===== config.mk =====
export PLATFORM = sky130hd
export DESIGN_NAME = rtc_calendar_core
export DESIGN_NICKNAME = d
export VERILOG_FILES = /design/src/rtl/rtc_pkg.sv /design/src/rtl/rtc_load_decode.sv /design/src/rtl/rtc_out_encode.sv /design/src/rtl/rtc_advance.sv /design/src/rtl/rtc_calendar_core.sv
export SDC_FILE = /design/constraint.sdc
export NUM_CORES = 1
export LEC_CHECK = 0
export CAP_MARGIN = 10
export CORE_MARGIN = 5
export CORE_UTILIZATION = 50
export CTS_CLUSTER_DIAMETER = 200
export DETAILED_ROUTE_END_ITERATION = 8
export DONT_BUFFER_PORTS = 1
export GPL_TIMING_DRIVEN = 0
export SLEW_MARGIN = 20
export SYNTH_ARGS = -nofsm -noshare
export SYNTH_HDL_FRONTEND = slang
export SYNTH_SLANG_ARGS = --single-unit
export TNS_END_PERCENT = 50

===== constraint.sdc =====
create_clock -name clk_i -period 5.1 [get_ports clk_i]
set_clock_uncertainty 0.15 [all_clocks]
set_input_delay 0.765 -clock clk_i [delete_from_list [all_inputs] [get_ports clk_i]]
set_output_delay 0.765 -clock clk_i [all_outputs]
set_load 0.1 [all_outputs]

===== src/rtl/rtc_pkg.sv =====
package rtc_pkg;
  localparam int unsigned FW = 8;
  localparam int unsigned CW = 7;

  typedef struct packed {
    logic [FW-1:0] sec;
    logic [FW-1:0] min;
    logic [FW-1:0] hour;
    logic [FW-1:0] wday;
    logic [FW-1:0] mday;
    logic [FW-1:0] mon;
    logic [FW-1:0] year;
  } rtc_time_t;

  localparam rtc_time_t RTC_RESET = '{sec: '0, min: '0, hour: '0, wday: '0,
                                      mday: FW'(1), mon: FW'(1), year: '0};

  function automatic logic [FW-1:0] bcd_to_bin(input logic [FW-1:0] v);
    return (FW'(v[7:4]) * FW'(10)) + FW'(v[3:0]);
  endfunction

  function automatic logic [FW-1:0] bin_to_bcd(input logic [FW-1:0] v);
    logic [FW-1:0] tens;
    logic [FW-1:0] ones;
    tens = v / FW'(10);
    ones = v % FW'(10);
    return {tens[3:0], ones[3:0]};
  endfunction
endpackage


===== src/rtl/rtc_load_decode.sv =====
module rtc_load_decode
  import rtc_pkg::*;
(
  input  rtc_time_t raw_i,
  input  logic      bin_mode_i,
  input  logic      hr24_i,
  output rtc_time_t dec_o
);
  logic [FW-1:0] hour_body;
  logic [FW-1:0] hour_val;

  always_comb begin
    hour_body = hr24_i ? raw_i.hour : {1'b0, raw_i.hour[FW-2:0]};
    hour_val  = bin_mode_i ? hour_body : bcd_to_bin(hour_body);
    if (!hr24_i && raw_i.hour[FW-1]) hour_val = hour_val + FW'(12);
  end

  always_comb begin
    if (bin_mode_i) begin
      dec_o = raw_i;
    end else begin
      dec_o.sec  = bcd_to_bin(raw_i.sec);
      dec_o.min  = bcd_to_bin(raw_i.min);
      dec_o.hour = '0;
      dec_o.wday = bcd_to_bin(raw_i.wday);
      dec_o.mday = bcd_to_bin(raw_i.mday);
      dec_o.mon  = bcd_to_bin(raw_i.mon);
      dec_o.year = bcd_to_bin(raw_i.year);
    end
    dec_o.hour = hour_val;
  end
endmodule


===== src/rtl/rtc_out_encode.sv =====
module rtc_out_encode
  import rtc_pkg::*;
(
  input  rtc_time_t cnt_i,
  input  logic      bin_mode_i,
  input  logic      hr24_i,
  output rtc_time_t enc_o
);
  logic [FW-1:0] hour_base;
  logic          pm;
  logic [FW-1:0] hour_enc;

  always_comb begin
    pm        = cnt_i.hour >= FW'(12);
    hour_base = hr24_i ? cnt_i.hour : (cnt_i.hour % FW'(12));
    hour_enc  = bin_mode_i ? hour_base : bin_to_bcd(hour_base);
    if (!hr24_i) hour_enc[FW-1] = pm;
  end

  always_comb begin
    if (bin_mode_i) begin
      enc_o = cnt_i;
    end else begin
      enc_o.sec  = bin_to_bcd(cnt_i.sec);
      enc_o.min  = bin_to_bcd(cnt_i.min);
      enc_o.hour = '0;
      enc_o.wday = bin_to_bcd(cnt_i.wday);
      enc_o.mday = bin_to_bcd(cnt_i.mday);
      enc_o.mon  = bin_to_bcd(cnt_i.mon);
      enc_o.year = bin_to_bcd(cnt_i.year);
    end
    enc_o.hour = hour_enc;
  end
endmodule


===== src/rtl/rtc_advance.sv =====
module rtc_advance
  import rtc_pkg::*;
(
  input  rtc_time_t     cur_i,
  input  logic [CW-1:0] century_i,
  output rtc_time_t     nxt_o
);
  logic          leap;
  logic [FW-1:0] month_len;
  logic [FW-1:0] sec_inc, min_inc, hour_inc, wday_inc, mday_inc, mon_inc, year_inc;

  always_comb begin
    leap = (cur_i.year[1:0] == 2'b00) &&
           ((cur_i.year != '0) || ((century_i % CW'(4)) == '0));
    case (cur_i.mon)
      FW'(2):                             month_len = leap ? FW'(29) : FW'(28);
      FW'(4), FW'(6), FW'(9), FW'(11):    month_len = FW'(30);
      default:                            month_len = FW'(31);
    endcase
  end

  always_comb begin
    sec_inc  = cur_i.sec  + FW'(1);
    min_inc  = cur_i.min  + FW'(1);
    hour_inc = cur_i.hour + FW'(1);
    wday_inc = cur_i.wday + FW'(1);
    mday_inc = cur_i.mday + FW'(1);
    mon_inc  = cur_i.mon  + FW'(1);
    year_inc = cur_i.year + FW'(1);
    nxt_o     = cur_i;
    nxt_o.sec = sec_inc;
    if (sec_inc >= FW'(60)) begin
      nxt_o.sec = '0;
      nxt_o.min = min_inc;
      if (min_inc >= FW'(60)) begin
        nxt_o.min  = '0;
        nxt_o.hour = hour_inc;
        if (hour_inc >= FW'(24)) begin
          nxt_o.hour = '0;
          nxt_o.wday = (wday_inc >= FW'(7)) ? '0 : wday_inc;
          nxt_o.mday = mday_inc;
          if (mday_inc < FW'(1)) begin
            nxt_o.mday = FW'(1);
          end else if (mday_inc > month_len) begin
            nxt_o.mday = FW'(1);
            nxt_o.mon  = mon_inc;
            if (mon_inc > FW'(12)) begin
              nxt_o.mon  = FW'(1);
              nxt_o.year = (year_inc >= FW'(100)) ? '0 : year_inc;
            end
          end
        end
      end
    end
  end
endmodule


===== src/rtl/rtc_calendar_core.sv =====
module rtc_calendar_core
  import rtc_pkg::*;
(
  input  logic          clk_i,
  input  logic          rst_ni,
  input  logic          tick_i,
  input  logic          load_i,
  input  logic          bin_mode_i,
  input  logic          hr24_i,
  input  logic [CW-1:0] century_i,
  input  logic [FW-1:0] ld_sec_i,
  input  logic [FW-1:0] ld_min_i,
  input  logic [FW-1:0] ld_hour_i,
  input  logic [FW-1:0] ld_wday_i,
  input  logic [FW-1:0] ld_mday_i,
  input  logic [FW-1:0] ld_mon_i,
  input  logic [FW-1:0] ld_year_i,
  output logic [FW-1:0] sec_o,
  output logic [FW-1:0] min_o,
  output logic [FW-1:0] hour_o,
  output logic [FW-1:0] wday_o,
  output logic [FW-1:0] mday_o,
  output logic [FW-1:0] mon_o,
  output logic [FW-1:0] year_o
);
  logic [1:0] rst_pipe_q;
  logic       rst_sync_n;
  rtc_time_t  time_q, time_d, time_ld, time_adv, time_enc, raw_ld;
  logic       upd_en;

  always_ff @(posedge clk_i or negedge rst_ni) begin
    if (!rst_ni) rst_pipe_q <= '0;
    else         rst_pipe_q <= {rst_pipe_q[0], 1'b1};
  end
  assign rst_sync_n = rst_pipe_q[1];

  assign raw_ld = '{sec: ld_sec_i, min: ld_min_i, hour: ld_hour_i, wday: ld_wday_i,
                    mday: ld_mday_i, mon: ld_mon_i, year: ld_year_i};

  rtc_load_decode u_dec (.raw_i(raw_ld), .bin_mode_i(bin_mode_i), .hr24_i(hr24_i),
                         .dec_o(time_ld));
  rtc_advance     u_adv (.cur_i(time_q), .century_i(century_i), .nxt_o(time_adv));
  rtc_out_encode  u_enc (.cnt_i(time_q), .bin_mode_i(bin_mode_i), .hr24_i(hr24_i),
                         .enc_o(time_enc));

  always_comb begin
    upd_en = load_i || tick_i;
    time_d = load_i ? time_ld : time_adv;
  end

  always_ff @(posedge clk_i or negedge rst_sync_n) begin
    if (!rst_sync_n)  time_q <= RTC_RESET;
    else if (upd_en)  time_q <= time_d;
  end

  assign sec_o  = time_enc.sec;
  assign min_o  = time_enc.min;
  assign hour_o = time_enc.hour;
  assign wday_o = time_enc.wday;
  assign mday_o = time_enc.mday;
  assign mon_o  = time_enc.mon;
  assign year_o = time_enc.year;
endmodule


==> flow_summary.json <==
{
  "status": "finished clean",
  "firstDrtPassIters": 5,
  "synth_cell_types": 95,
  "die_y_um": 155.7,
  "grt_pass1_vias": 11060,
  "hold_class": "flop to asynchronous set/reset pin",
  "yosys_register_bits": 58,
  "yosysWarnings": 0,
  "critPathMaxStageDelay_ps": 840,
  "hold_viol_final": 0,
  "clock_latency_ps": 340,
  "numCtsBuffers": 9,
  "fmax_mhz": 200.0,
  "drt_wl_total_um": 36860,
  "pwr_density_cell_nw_per_um2": 468.4,
  "grt.overflow.total": 0,
  "crit_type": "input pin to output pin",
  "fin_crit_sh_pct": 98.04,
  "grt_max_degree": 42,
  "arrival_ps": 4090,
  "wl_per_cell_um": 20.64,
  "fill_cells": 2060,
  "cp_cell_sequence": "clkbuf_1 -> clkbuf_1 -> clkbuf_1 -> buf_1 -> nand2_1 -> a21oi_4",
  "hold_ws_ps": 54.90,
  "tns_ps": 0,
  "yosysSeqAreaShare_pct": 13.70,
  "async_flop_share_pct": 100.0,
  "ys.flop_type": "dfrtp_1",
  "dieArea_um2": 24230,
  "irDropWorstVdd_mv": 0.7437,
  "coreArea_um2": 20960,
  "antenna-diode-count": 0,
  "antenna_found_initial": 0,
  "grt_pass1_wl_um": 59080,
  "slew_headroom_pct": 23.20,
  "cp-end-kind": "output pin",
  "worst-path-buf-inv": 4,
  "fin_cells": 1786,
  "syn_inst": 1487,
  "clock-sinks": 58,
  "final_nets": 1673,
  "gr-usage-all-layers_pct": 29.97,
  "cp_slowest_cell": "buf_1",
  "fp.dieW_um": 155.7,
  "register_area_um2": 1458,
  "port-buffer-count": 0,
  "yosys.area.top_type": "dfrtp_1",
  "r2r_setup_slack_ps": 310,
  "io_pins": 125,
  "pre_cts_slack_ps": -812.5,
  "utilization_pct": 56.76,
  "rows": 53,
  "clockRootBuffer": "clkbuf_16",
  "synth.cell_area_um2": 10610,
  "maxCapViolations": 0,
  "drive_above_1_share_pct": 9.596,
  "tightest_slew_ps": 1157,
  "yosysMostFrequentCell": "o21ai_0",
  "r2r_start": "time_q[6]$_DFFE_PN0P_",
  "num_vias": 11530,
  "slew_violations": 0,
  "start_util_pct": 50.63,
  "gp_congestion": 1.011,
  "critPathRequiredTime_ps": 4180,
  "synth.top_cell.area_share_pct": 13.21,
  "synth_fp_nets": 1653,
  "fin_ws_ps": 99.89,
  "reg2reg_to": "time_q[3]$_DFFE_PN0P_",
  "drcViolationCount": 0,
  "cts_tree": "done",
  "leakagePower_nw": 4.654,
  "vias_per_cell": 6.456,
  "clockBufferDepth": 2,
  "multi_input_area_um2": 8790,
  "cp_max_fo": 10,
  "synth_area_per_cell_um2": 7.135,
  "ys_top_cells_by_count": "165 x o21ai_0, 151 x nand2_1, 119 x nor2_1",
  "area_growth_pct": 12.10,
  "synth_area_leaders": "dfrtp_1 13%, ha_1 9.8%, o21ai_0 7.8%",
  "clk_pin_slew_ps": 50,
  "ff2ff_path_depth": 18,
  "htree_levels": 3,
  "cp-start-kind": "input pin",
  "postRouteAntennaNets": 0,
  "drt_first_iter_violations": 964,
  "rsz0062_at_grt": "no",
  "critPathTopFamily": "buffers and inverters",
  "cpMostUsedCell": "clkbuf_1",
  "setup_viol": 0,
  "dpl.hpwl_um": 27950,
  "dp.cells": 1770,
  "fin_crit_ps": 5000,
  "synth-edff-count": 0
}
## cell families after synthesis
logic type                 after synthesis  share of synthesized area [%]
buffers and inverters                  192                          7.724
AOI/OAI and AO/OA                      508                          31.44
and+or+nand+nor                        501                          23.12
DFF                                     58                          13.70
adders and majority gates              104                          13.09
other                                    1                        0.03534
xor gates and xnor gates                86                          7.170
muxes                                   37                          3.715
## area by class of cell
type / count / area share, %
clock inverter: 2 / 0.2946
buffer: 124 / 4.829
clock buffer: 13 / 2.272
multi-input combinational: 1237 / 73.90
tap: 275 / 2.893
sequential: 58 / 12.26
timing repair buffer: 9 / 1.410
inverter: 68 / 2.146
## worst max-delay path by stage
stage / from / endpoint / slack, ps / depth (start not counted)
floorplan: time_q[7]$_DFFE_PN0P_ / year_o[3] / -70 / 11
global placement: bin_mode_i / min_o[4] / -1190 / 7
detailed placement: bin_mode_i / min_o[2] / -810 / 7
CTS: time_q[37]$_DFFE_PN0P_ / hour_o[1] / 40 / 10
global route: time_q[30]$_DFFE_PN0P_ / wday_o[3] / 5 / 13
finish: bin_mode_i / hour_o[6] / 100 / 6
## metrics by stage
| step | power, mW | area (µm²) |
|---|---|---|
| after floorplan | 3.949 | 10620 |
| after global placement | 4.480 | 10960 |
| after detailed placement | 4.828 | 11440 |
| after CTS | 5.515 | 11840 |
| after global routing | 5.908 | 11890 |
| final | 5.571 | 11890 |
## metal layers
layer | global-route usage [%] | vias to the layer above | share of wire, %
met2 | 49.24 | 461 | 46
met5 | 0 | - | 0
met3 | 6.963 | 70 | 8.8
met4 | 9.087 | 0 | 3.0
met1 | 39.35 | 5524 | 42
li1 | - | 5475 | -
## power by group
group | total [mW] | leakage [nW] | switching (mW) | internal, mW
clock | 0.637 | 0.152 | 0.222 | 0.415
sequential | 0.648 | 0.719 | 0.103 | 0.545
combinational | 4.29 | 3.78 | 3.04 | 1.25
total | 5.57 | 4.65 | 3.36 | 2.21
## placed cells by master (no fill, tap or decap), types with 15 or more instances in the layout
cell      netlist  final
nand2_1       151    151
o211ai_1       16     16
nand2b_1       33     33
xnor2_1        47     40
dfrtp_1        56     55
a21oi_1       109     99
nor2_1        119    119
mux2_2         15     15
nand3_1        43     43
ha_1           83     83
inv_1          62     62
a211oi_1       17     16
clkbuf_1       91     86
o31ai_1        15     15
o21ai_0       165    157
nor2b_1        41     41
xor2_1         38     38
nor3_1         35     34
o22ai_1        21     20
## worst register-to-register path: stages, from the launching register on
cell and delay, ps:
dfrtp_1 310, clkbuf_1 330, clkbuf_1 400, clkbuf_2 320
nor3_1 100, o211ai_1 160, o21ai_0 180, nand2_1 120
nand2_1 70, o2111ai_1 260, ha_1 290, nand2_1 70
o2111ai_1 140, o22ai_2 350, nor4b_4 500, a21oi_1 300
clkbuf_1 310, a21oi_1 180, o22ai_1 100
## flip-flops by register name (all words and copies together), names as in the netlist
signal and cells:
time_q 56, rst_pipe_q 2
## timing repair
| action | in CTS | in global routing |
|---|---|---|
| hold endpoints to repair | 2 | 0 |
| hold buffers | 1 | 0 |
| buffers inserted | 0 | 0 |
| pin swaps | 0 | 1 |
| endpoints found under the setup margin | 20 | 18 |
| resized for setup | 16 | 11 |
Note: power is estimated with default switching activity, not from simulation.
